===== src/rtl/fmax_pkg.sv =====
// Package: shared types for the scalar maximum unit.
// Assumes binary32-style lanes; field widths are set by the modules' parameters.
package fmax_pkg;

    // Operating modes selected by the two-bit mode input.
    typedef enum logic [1:0] {
        MODE_TWO_OP   = 2'b00,
        MODE_THREE_OP = 2'b01,
        MODE_MASKED   = 2'b10,
        MODE_MASKED_X = 2'b11
    } fmax_mode_e;

    // Classification of one floating-point lane.
    typedef struct packed {
        logic sign;
        logic is_nan;
        logic is_zero;
        logic is_denorm;
    } fclass_t;

endpackage


===== src/rtl/fmax_classify.sv =====
// Module: fmax_classify
// Classifies one floating-point lane as NaN, zero or denormal and extracts its sign.
// Assumes lane layout {sign, exponent[EXP_W], fraction[FRAC_W]}; purely combinational.
module fmax_classify #(
    parameter int EXP_W  = 8,
    parameter int FRAC_W = 23
) (
    input  logic [EXP_W+FRAC_W:0] val,
    output fmax_pkg::fclass_t     cls
);
    localparam int LANE_W = 1 + EXP_W + FRAC_W;

    logic [EXP_W-1:0]  exp_f;
    logic [FRAC_W-1:0] frac_f;

    assign exp_f  = val[LANE_W-2 -: EXP_W];
    assign frac_f = val[FRAC_W-1:0];

    // Decode the exponent/fraction patterns into class bits.
    always_comb begin
        cls.sign      = val[LANE_W-1];
        cls.is_nan    = (&exp_f) & (|frac_f);
        cls.is_zero   = ~(|exp_f) & ~(|frac_f);
        cls.is_denorm = ~(|exp_f) & (|frac_f);
    end
endmodule


===== src/rtl/fmax_select.sv =====
// Module: fmax_select
// Picks the maximum of two lanes with second-operand preference for NaNs and zero pairs.
// Assumes classification comes from fmax_classify; purely combinational.
module fmax_select #(
    parameter int EXP_W  = 8,
    parameter int FRAC_W = 23
) (
    input  logic [EXP_W+FRAC_W:0] lane_a,
    input  logic [EXP_W+FRAC_W:0] lane_b,
    input  fmax_pkg::fclass_t     cls_a,
    input  fmax_pkg::fclass_t     cls_b,
    output logic [EXP_W+FRAC_W:0] max_val
);
    localparam int LANE_W = 1 + EXP_W + FRAC_W;
    localparam int MAG_W  = LANE_W - 1;

    logic [MAG_W-1:0] mag_a;
    logic [MAG_W-1:0] mag_b;
    logic             a_greater;
    logic             prefer_b;

    assign mag_a = lane_a[MAG_W-1:0];
    assign mag_b = lane_b[MAG_W-1:0];

    // Strict sign-magnitude greater-than; the zero-pair case is overridden below.
    always_comb begin
        unique case ({cls_a.sign, cls_b.sign})
            2'b01:   a_greater = 1'b1;
            2'b10:   a_greater = 1'b0;
            2'b00:   a_greater = mag_a > mag_b;
            default: a_greater = mag_a < mag_b;
        endcase
    end

    // Second operand wins for any NaN, any zero pair, and every non-strict comparison.
    always_comb begin
        prefer_b = cls_a.is_nan | cls_b.is_nan | (cls_a.is_zero & cls_b.is_zero);
        max_val  = (!prefer_b && a_greater) ? lane_a : lane_b;
    end
endmodule


===== src/rtl/fmax_lane_unit.sv =====
// Module: fmax_lane_unit (top)
// Registered scalar maximum on the low lane of a vector, with mode-dependent
// masking of the low lane and pass-through of the first source's upper bits.
// Assumes VEC_W >= lane width; synchronous active-low reset clears all outputs.
module fmax_lane_unit #(
    parameter int VEC_W  = 128,
    parameter int EXP_W  = 8,
    parameter int FRAC_W = 23
) (
    input  logic                     clk,
    input  logic                     rst_n,
    input  logic [VEC_W-1:0]         src_a,
    input  logic [EXP_W+FRAC_W:0]    src_b,
    input  logic [EXP_W+FRAC_W:0]    dst_low,
    input  logic [1:0]               mode,
    input  logic                     wmask_bit,
    input  logic                     zero_sel,
    output logic [VEC_W-1:0]         result,
    output logic                     flag_invalid,
    output logic                     flag_denorm
);
    import fmax_pkg::*;

    localparam int LANE_W  = 1 + EXP_W + FRAC_W;
    localparam int UPPER_W = VEC_W - LANE_W;
    localparam int NUM_OPS = 2;

    logic [LANE_W-1:0] op_lane [NUM_OPS];
    fclass_t           op_cls  [NUM_OPS];
    logic [LANE_W-1:0] max_val;
    logic [LANE_W-1:0] lane_next;
    logic [VEC_W-1:0]  result_next;
    logic              invalid_next;
    logic              denorm_next;
    logic              masked;
    fmax_mode_e        mode_e;

    assign op_lane[0] = src_a[LANE_W-1:0];
    assign op_lane[1] = src_b;

    // One classifier per operand lane.
    for (genvar g = 0; g < NUM_OPS; g++) begin : g_cls
        fmax_classify #(.EXP_W(EXP_W), .FRAC_W(FRAC_W)) u_cls (
            .val (op_lane[g]),
            .cls (op_cls[g])
        );
    end

    fmax_select #(.EXP_W(EXP_W), .FRAC_W(FRAC_W)) u_sel (
        .lane_a  (op_lane[0]),
        .lane_b  (op_lane[1]),
        .cls_a   (op_cls[0]),
        .cls_b   (op_cls[1]),
        .max_val (max_val)
    );

    assign mode_e = fmax_mode_e'(mode);

    // Decode whether the writemask applies in the current mode.
    always_comb begin
        unique case (mode_e)
            MODE_MASKED, MODE_MASKED_X: masked = 1'b1;
            default:                    masked = 1'b0;
        endcase
    end

    // Form the low lane: maximum, or merge/zero when the mask bit is clear.
    always_comb begin
        if (masked && !wmask_bit)
            lane_next = zero_sel ? '0 : dst_low;
        else
            lane_next = max_val;
    end

    // Assemble the full vector; the upper bits always come from the first source.
    if (UPPER_W > 0) begin : g_upper
        assign result_next = {src_a[VEC_W-1:LANE_W], lane_next};
    end else begin : g_lane_only
        assign result_next = lane_next;
    end

    // Status flags depend only on the input classes.
    always_comb begin
        invalid_next = op_cls[0].is_nan | op_cls[1].is_nan;
        denorm_next  = op_cls[0].is_denorm | op_cls[1].is_denorm;
    end

    // Output register with synchronous active-low reset.
    always_ff @(posedge clk) begin
        if (!rst_n) begin
            result       <= '0;
            flag_invalid <= 1'b0;
            flag_denorm  <= 1'b0;
        end else begin
            result       <= result_next;
            flag_invalid <= invalid_next;
            flag_denorm  <= denorm_next;
        end
    end
endmodule


===== config.mk =====
export PLATFORM = sky130hd
export DESIGN_NAME = fmax_lane_unit
export DESIGN_NICKNAME = d
export VERILOG_FILES = /design/src/rtl/fmax_pkg.sv /design/src/rtl/fmax_classify.sv /design/src/rtl/fmax_select.sv /design/src/rtl/fmax_lane_unit.sv
export SDC_FILE = /design/constraint.sdc
export NUM_CORES = 1
export LEC_CHECK = 0
export ABC_AREA = 1
export BUFFER_PORTS_ARGS = -buffer_cell sky130_fd_sc_hd__buf_2
export CAP_MARGIN = 20
export CORE_AREA = 2 2 126 128
export CTS_CLUSTER_DIAMETER = 30
export DETAILED_ROUTE_END_ITERATION = 16
export DIE_AREA = 0 0 128 130
export MAX_ROUTING_LAYER = met4
export PLACE_DENSITY = 0.71
export SETUP_SLACK_MARGIN = 0.1
export SYNTH_ARGS = -nofsm -noshare
export SYNTH_HDL_FRONTEND = slang
export SYNTH_SLANG_ARGS = --single-unit

===== constraint.sdc =====
create_clock -name clk -period 2 [get_ports clk]
set_input_delay 0.3 -clock clk [delete_from_list [all_inputs] [get_ports clk]]
set_output_delay 0.3 -clock clk [all_outputs]
set_load 0.05 [all_outputs]

==> impl_results.md, run 1 <==
* RSZ-0062 raised after global routing: yes
* Flop and latch count out of synthesis at 130
* Crit Path Class: in -> reg
* Total grt overflow at 0
* Core area at 0.01542 mm2
* Fin area at 0.009101 mm2
* # DRC at 0
* Multiplexer share of the synthesized area at 0%
* Grt met1 use at about a quarter
* Compound-Gate Fraction of Synth Area at 4.636%
* Clock slew at reported path FFs at 70 ps
* Die ar. at 0.01664 mm2
* Critical Path RT at roughly 2300 ps
* Number of synthesis warnings at 0
* Dpl ws at -319.9 ps
* Final WS setup at around 120 ps
* Final setup TNS at 0 ps
* CTS tree: built
* FF+latch area at 0.002603 mm2
* Pwr Density at 855.1 mW/mm2
* Root Driver: clkbuf_16
* Die height at between 100 and 150 um
* Die Wd at between 100 and 150 um
* Multi-input gate area at about 0.0026 mm2
* Num CTS Buffers at 17
* Max-capacitance violation count at 0
* Largest net degree at the start of global routing at 97
* # rows at between 40 and 50
* I/O pin cnt at between 300 and 400
* Final Setup Violations at 0
* Remaining antenna violation count at 0
* Most common cell after layout, fill and taps aside: buf_2
* GR Layer Usage met2 at between 30% and 40%
* Slew @ Worst Pin at between 400 and 500 ps
* Drt first pass iters at 5
* Post-synth cell types at 21
* Crit share post-route at roughly 94%
* Iter 0 DRT Violations at about 330
* Worst hold path class: in -> reg
* Largest family of logic cells by synthesized area: simple AND/OR/NAND/NOR gates
* Post-Synth Adder-Cell Area at 7.010%
* Layout net count at 1393
* DR vias at about 6200
* Mapped Area at ~0.0055 mm2
* Outcome: finished clean
* Global route hottest layer: met2
* First-pass GRT wire length at roughly 26 mm
* Most frequent cells in the layout: buf_2 (316), nand2_1 (201), inv_1 (156)
* Routability congestion estimate from global placement at 0.9193
* Arr. time, crit path at between 2000 and 2500 ps
* Slew Viols, Final at 0
* DP HPWL at between 10 and 15 mm
* Final hold vios at 0
* Post-Syn Instances at between 700 and 800
* Post-synthesis sequential area ratio at roughly 47%
* Simple-gate area share of the yosys netlist at a little over a quarter
* Min Tclk post-route at ~1900 ps
* Final Hold Slack at 62.80 ps
* Initial cell density of the core at between 30% and 40%
* Worst-case clock buffer depth at 2
* Slew margin rel. at about 70%
* I/O Buffers at about 330
* GR Util All Layers at between 20% and 30%
* Crit path capture type: flop
* Pleak at about 5.4 nW
* Vias in the first global route at around 5500
* Routed wire per std cell at 13.89 um
* CTS sink cnt at 130
* Peak fanout along the critical path at 8
* DP Area at 0.007859 mm2
* Share of cells above drive strength 1 at a little under half
* Final wirelength at 19.05 mm
* Synth Area in XOR/XNOR at 0%
* H-tree depth at 4
* Filler cell count at around 1400
* Initial antenna violation count at 3
* VDD IR-drop max at 0.0005825 V
* Area Growth Syn to Fin at 64.50%
* Avg Synthesized Cell Area at 7.176 um2
* Met3 Use GR at roughly 5.0%
* Vias per Instance at 4.483
* CP Launch Type: input pin
* Max Clk Rate at around 530 MHz
* Syn_nets at 1000
* Hold_buf cts at 0
layout make-up:
type,instances,area share (%)
flip-flops and latches,130,28.60
well taps,192,2.640
inverters,182,7.506
clock inverters,15,1.787
multi-input cells,430,28.77
repair buffers,403,25.94
clock buffers,17,4.674
diodes,3,0.08249
worst max-delay path: stages:
cell       delay [ps]
buf_6              90
inv_2              80
buf_4             130
nand3_1           100
nor2_1            180
nand3_1           210
nand2_1           100
nand2_1            60
clkinv_1           50
nand2_1            80
a21oi_4           240
nand2_8           130
clkbuf_16         200
nand2_2            60
nand3_2            60
a21oi_2           150
kinds of logic (layout without fill, tap and decap cells):
| logic type | Yosys count | after routing |
|---|---|---|
| adders and majority gates | 31 | 31 |
| AOI/OAI and AO/OA | 48 | 48 |
| and+or+nand+nor | 351 | 351 |
| other | 0 | 3 |
| buffers and inverters | 211 | 617 |
| DFF | 130 | 130 |
cell usage after synthesis:
cell type	instances	area, um2
ha_1	31	387.9
a21oi_4	1	16.27
clkbuf_1	14	52.55
buf_6	3	33.78
dfxtp_1	130	2603
nor3_1	4	20.02
nand3_1	79	395.4
buf_1	6	22.52
inv_1	172	645.6
a21o_1	2	15.01
nand2_1	217	814.5
nor2_1	38	142.6
clkinv_1	1	3.750
o21ai_0	1	5.000
a21oi_1	44	220.2
buf_2	6	30.03
nand4_1	8	50.05
nand2_4	2	22.52
nand2_2	2	12.51
inv_2	9	33.78
nor2_2	1	6.260
power by group:
part           internal [W]  switching (W)  total, W
Clock               0.00167        0.00136   0.00303
Sequential          0.00276      0.0000398   0.00279
Combinational      0.000685        0.00127   0.00195
Total               0.00511        0.00267   0.00778
per-stage QoR:
stage | power, W | util [%] | instances
global route | 0.008128 | 59.00 | 1372
CTS | 0.007651 | 54.76 | 1364
global placement | 0.004561 | 50.95 | 1332
floorplan | 0.003934 | - | 771
detailed placement | 0.004580 | 50.95 | 1332
finish | 0.007783 | 59.00 | 1372
metal layers:
layer | up-vias | wire [um] | share of wire (%)
met4 | 0 | 720 | 3.8
met3 | 58 | 1207 | 6.3
li1 | 3103 | - | -
met2 | 271 | 9446 | 50
met1 | 2718 | 7676 | 40
met5 | - | 0 | 0
registers in the layout (all words and copies together), names as in the netlist:
register and cells:
flag_denorm 1, flag_invalid 1, result 128
final timing paths:
kind,startpoint,end,depth (start not counted)
max,src_b[6],result[7]$_SDFF_PN0_,16
min,src_a[65],result[65]$_SDFF_PN0_,3
timing repair:
| item | CTS | global route |
|---|---|---|
| gates resized for setup | 0 | 109 |
| endpoints found under the setup margin | 0 | 32 |
| buffers inserted | 0 | 3 |
No activity file was read; power rests on OpenSTA's default activity.
==> run 2: changes to the inputs <==
--- a/config.mk
+++ b/config.mk
@@ -5,15 +5,15 @@
 export SDC_FILE = /design/constraint.sdc
 export NUM_CORES = 1
 export LEC_CHECK = 0
-export ABC_AREA = 1
+export ABC_AREA = 0
 export BUFFER_PORTS_ARGS = -buffer_cell sky130_fd_sc_hd__buf_2
 export CAP_MARGIN = 20
-export CORE_AREA = 2 2 126 128
+export CORE_AREA = 2 2 129 131
 export CTS_CLUSTER_DIAMETER = 30
 export DETAILED_ROUTE_END_ITERATION = 16
-export DIE_AREA = 0 0 128 130
+export DIE_AREA = 0 0 131 133
 export MAX_ROUTING_LAYER = met4
-export PLACE_DENSITY = 0.71
+export PLACE_DENSITY = 0.68
 export SETUP_SLACK_MARGIN = 0.1
 export SYNTH_ARGS = -nofsm -noshare
 export SYNTH_HDL_FRONTEND = slang
==> run 2 against run 1 <==
Against the previous run:
- the flow now finishes with violations (setup timing)
- power is 1.0% lower
- clock-buffer cell count is 1 higher
- routed wire length is 0.72% lower
- combinational power is 5% lower
- final area is 1.7% lower
- worst setup slack worse by 330 ps
- utilization is 3.7 points lower
- flip-flop and latch count stayed put
- sequential share of layout area is 0.50 points higher
- sequential power hardly changed
- critical path type unchanged
- largest power group unchanged
==> impl_results.md, run 2 <==
* Outcome: complete, but fails checks
* Failing checks: setup timing
* Total grt overflow at 0 (unchanged)
* Yosys top cell area share at 47.61% (+0.57 points)
* CTS sink cnt at 130 (unchanged)
* Post-Syn Instances at 567 (-26%)
* Worst hold path class: in -> reg
* Core Util, Final at 55.32% (-3.7 points)
* Slew Viols, Final at 0 (unchanged)
* Asr flop ratio synth at 0% (unchanged)
* Multi-input gate area at 0.002819 mm2 (+7.6%)
* Die ar. at 0.01742 mm2 (+4.7%)
* Avg Synthesized Cell Area at 9.641 um2 (+34%)
* Final hold vios at 0 (unchanged)
* Flop and latch count out of synthesis at 130 (unchanged)
* Vias per Instance at 4.502 (+0.43%)
* I/O pin cnt at 328 (unchanged)
* Filler cell count at 1444 (+2.5%)
* Final WS setup at -205.1 ps (-325.1 ps)
* Slew @ Worst Pin at 574.3 ps (+128.5 ps)
* # DRC at 0 (unchanged)
* Arr. time, crit path at 2500 ps (+280 ps)
* Synth area leaders: dfxtp_1 (48%), and2_1 (11%), a221oi_2 (8.2%)
* Crit Path Class: in -> reg
* DR vias at 5384 (-12%)
* Largest net degree at the start of global routing at 69 (-29%)
* Max FFs per register at 128 (unchanged)
* Initial antenna violation count at 4 (+1)
* Dpl ws at -781.5 ps (-461.6 ps)
* Post-synth cell types at 37 (+76%)
* DR top layer: met4
* DP HPWL at 14.60 mm (+3.8%)
* Slew margin rel. at 61.71% (-8.6 points)
* Critical Path RT at 2290 ps (-50 ps)
* Num CTS Buffers at 17 (unchanged)
* Number of synthesis warnings at 0 (unchanged)
* Post-synth top cells: dfxtp_1 (130), and2_1 (97), inv_1 (62)
* Peak fanout along the critical path at 5 (-3)
* Mapped Area at 0.005466 mm2 (-1.2%)
* First-pass GRT wire length at 28.15 mm (+6.4%)
* Die height at 133 um (+2.3%)
* I/O Buffers at 326 (unchanged)
* Drt first pass iters at 4 (-1)
* Sw Ratio at 32.21% (-2.1 points)
* Share of cells above drive strength 1 at 53.50% (+7.9 points)
* H-tree depth at 4 (unchanged)
* Clk pwr share at 39.6% (+0.6 points)
* Regs by FF count: result x128, flag_denorm x1, flag_invalid x1
* DRT met1 WL at 7.319 mm (-4.7%)
* Most frequent cell after synthesis: dfxtp_1
* Root Driver: clkbuf_16
* P_sw at 0.002482 W (-7.2%)
* Post-synthesis sequential area ratio at 47.61% (+0.57 points)
* Internal power at 0.005223 W (+2.2%)
* Clock slew at reported path FFs at 60 ps (about the same)
* Area Growth Syn to Fin at 63.65%
* Crit path capture type: flop
* Syn_nets at 796 (-20%)
* Iter 0 DRT Violations at 192 (-41%)
* Core area at 0.01617 mm2 (+4.8%)
* Met3 routed WL at 1.299 mm (+7.6%)
* FF+latch area at 0.002603 mm2 (unchanged)
* Routability congestion estimate from global placement at 0.8815 (-4.1%)
* Remaining antenna violation count at 0 (unchanged)
* Sequential Power Share at 36.3% (+0.4 points)
* Max Clk Rate at 453.5 MHz (-15%)
* Power Total at 0.007704 W (-1.0%)
* Final wirelength at 18.91 mm (-0.72%)
* RSZ-0062 raised after global routing: yes
* Routed wire per std cell at 15.81 um (+14%)
* Largest reg by FF count: result
* GR Util All Layers at 21.68% (+0.53 points)
* Routed met2 length at 9.862 mm (+4.4%)
* Pwr Density at 861.2 mW/mm2 (+0.71%)
* Final Setup Violations at 31 (+31)
* Final setup TNS at -5385 ps (-5385 ps)
* Vias in the first global route at 5378 (-1.9%)
* Min Tclk post-route at 2205 ps (+325.1 ps)
* CP Launch Type: input pin
* Initial cell density of the core at 33.80% (-2.1 points)
* Crit share post-route at 110.3% (+16 points)
* Area leader, netlist: dfxtp_1
* Ys flop type: dfxtp_1
* Pleak at 4.483 nW (-18%)
* Layout net count at 1188 (-15%)
* Most frequent cells in the layout: buf_2 (316), dfxtp_1 (130), and2_1 (97)
* Worst-case clock buffer depth at 2 (unchanged)
* Die Wd at 131 um (+2.3%)
* VDD IR-drop max at 0.0005788 V (-0.64%)
* Most common cell after layout, fill and taps aside: buf_2
* # rows at 47 (+2.2%)
* Number of synthesized flops with an enable pin at 0 (unchanged)
* Max-capacitance violation count at 0 (unchanged)
* CTS tree: built
* Combinational share of power at 24.1% (-1.0 points)
## run 2: final timing paths
check      start                     to  depth (start not counted)
min    src_a[40]  result[40]$_SDFF_PN0_                          2
max    src_b[24]  result[17]$_SDFF_PN0_                         13
## run 2: metal layers
layer | vias to the layer above | global-route usage, %
li1 | 2692 | -
met1 | 2437 | 23.54
met2 | 220 | 37.77
met3 | 35 | 5.014
met4 | 0 | 8.629
met5 | - | -
## run 2: per-stage QoR
| step | cells | hold WS, ps | instance area, um2 |
|---|---|---|---|
| 6_report | 1196 | 91.25 | 8946 |
| 5_1_grt | 1196 | 73.20 | 8946 |
| 4_1_cts | 1187 | 77.32 | 8720 |
| 3_5_place_dp | 1144 | 508.1 | 7836 |
| 3_3_place_gp | 1144 | 502.1 | 7836 |
| 2_1_floorplan | 567 | 421.7 | 5583 |
## run 2: logic make-up (layout without fill, tap and decap cells)
| logic type | Yosys count | after routing | share of synthesized area, % |
|---|---|---|---|
| and+or+nand+nor | 220 | 220 | 22.98 |
| DFF | 130 | 130 | 47.61 |
| AOI/OAI and AO/OA | 92 | 92 | 14.90 |
| buffers and inverters | 92 | 497 | 6.958 |
| adders and majority gates | 31 | 31 | 7.095 |
| muxes | 2 | 2 | 0.4577 |
| other | 0 | 4 | 0 |
## run 2: repair_timing
item	in CTS	in global routing
buffers inserted	9	3
gates resized for setup	40	31
hold buffers	0	0
pin swaps	12	15
cloned	2	2
endpoints found under the setup margin	32	32
## run 2: critical path, stage by stage
cell       delay (ps)
buf_12            100
inv_12             30
ha_4              220
a21o_1            150
a221o_1           330
a21oi_2           170
o211ai_1          140
a211oi_2          240
buf_4             180
mux2i_4           260
buf_6             160
clkbuf_16         160
a221oi_2           60
## run 2: power by group through the flow
stage	clock, W	sequential, W	combinational (W)
floorplan	0	0.00345	0.000491
global placement	0	0.00286	0.00168
detailed placement	0	0.00286	0.00169
CTS	0.00311	0.00280	0.00179
global route	0.00324	0.00281	0.00198
finish	0.00305	0.00280	0.00185
## run 2: layout make-up
class / count / share of cell area [%]
diodes: 4 / 0.1119
repair buffers: 403 / 26.84
flip-flops and latches: 130 / 29.09
multi-input cells: 345 / 31.51
clock inverters: 14 / 1.608
well taps: 220 / 3.077
inverters: 62 / 2.853
clock buffers: 18 / 4.909
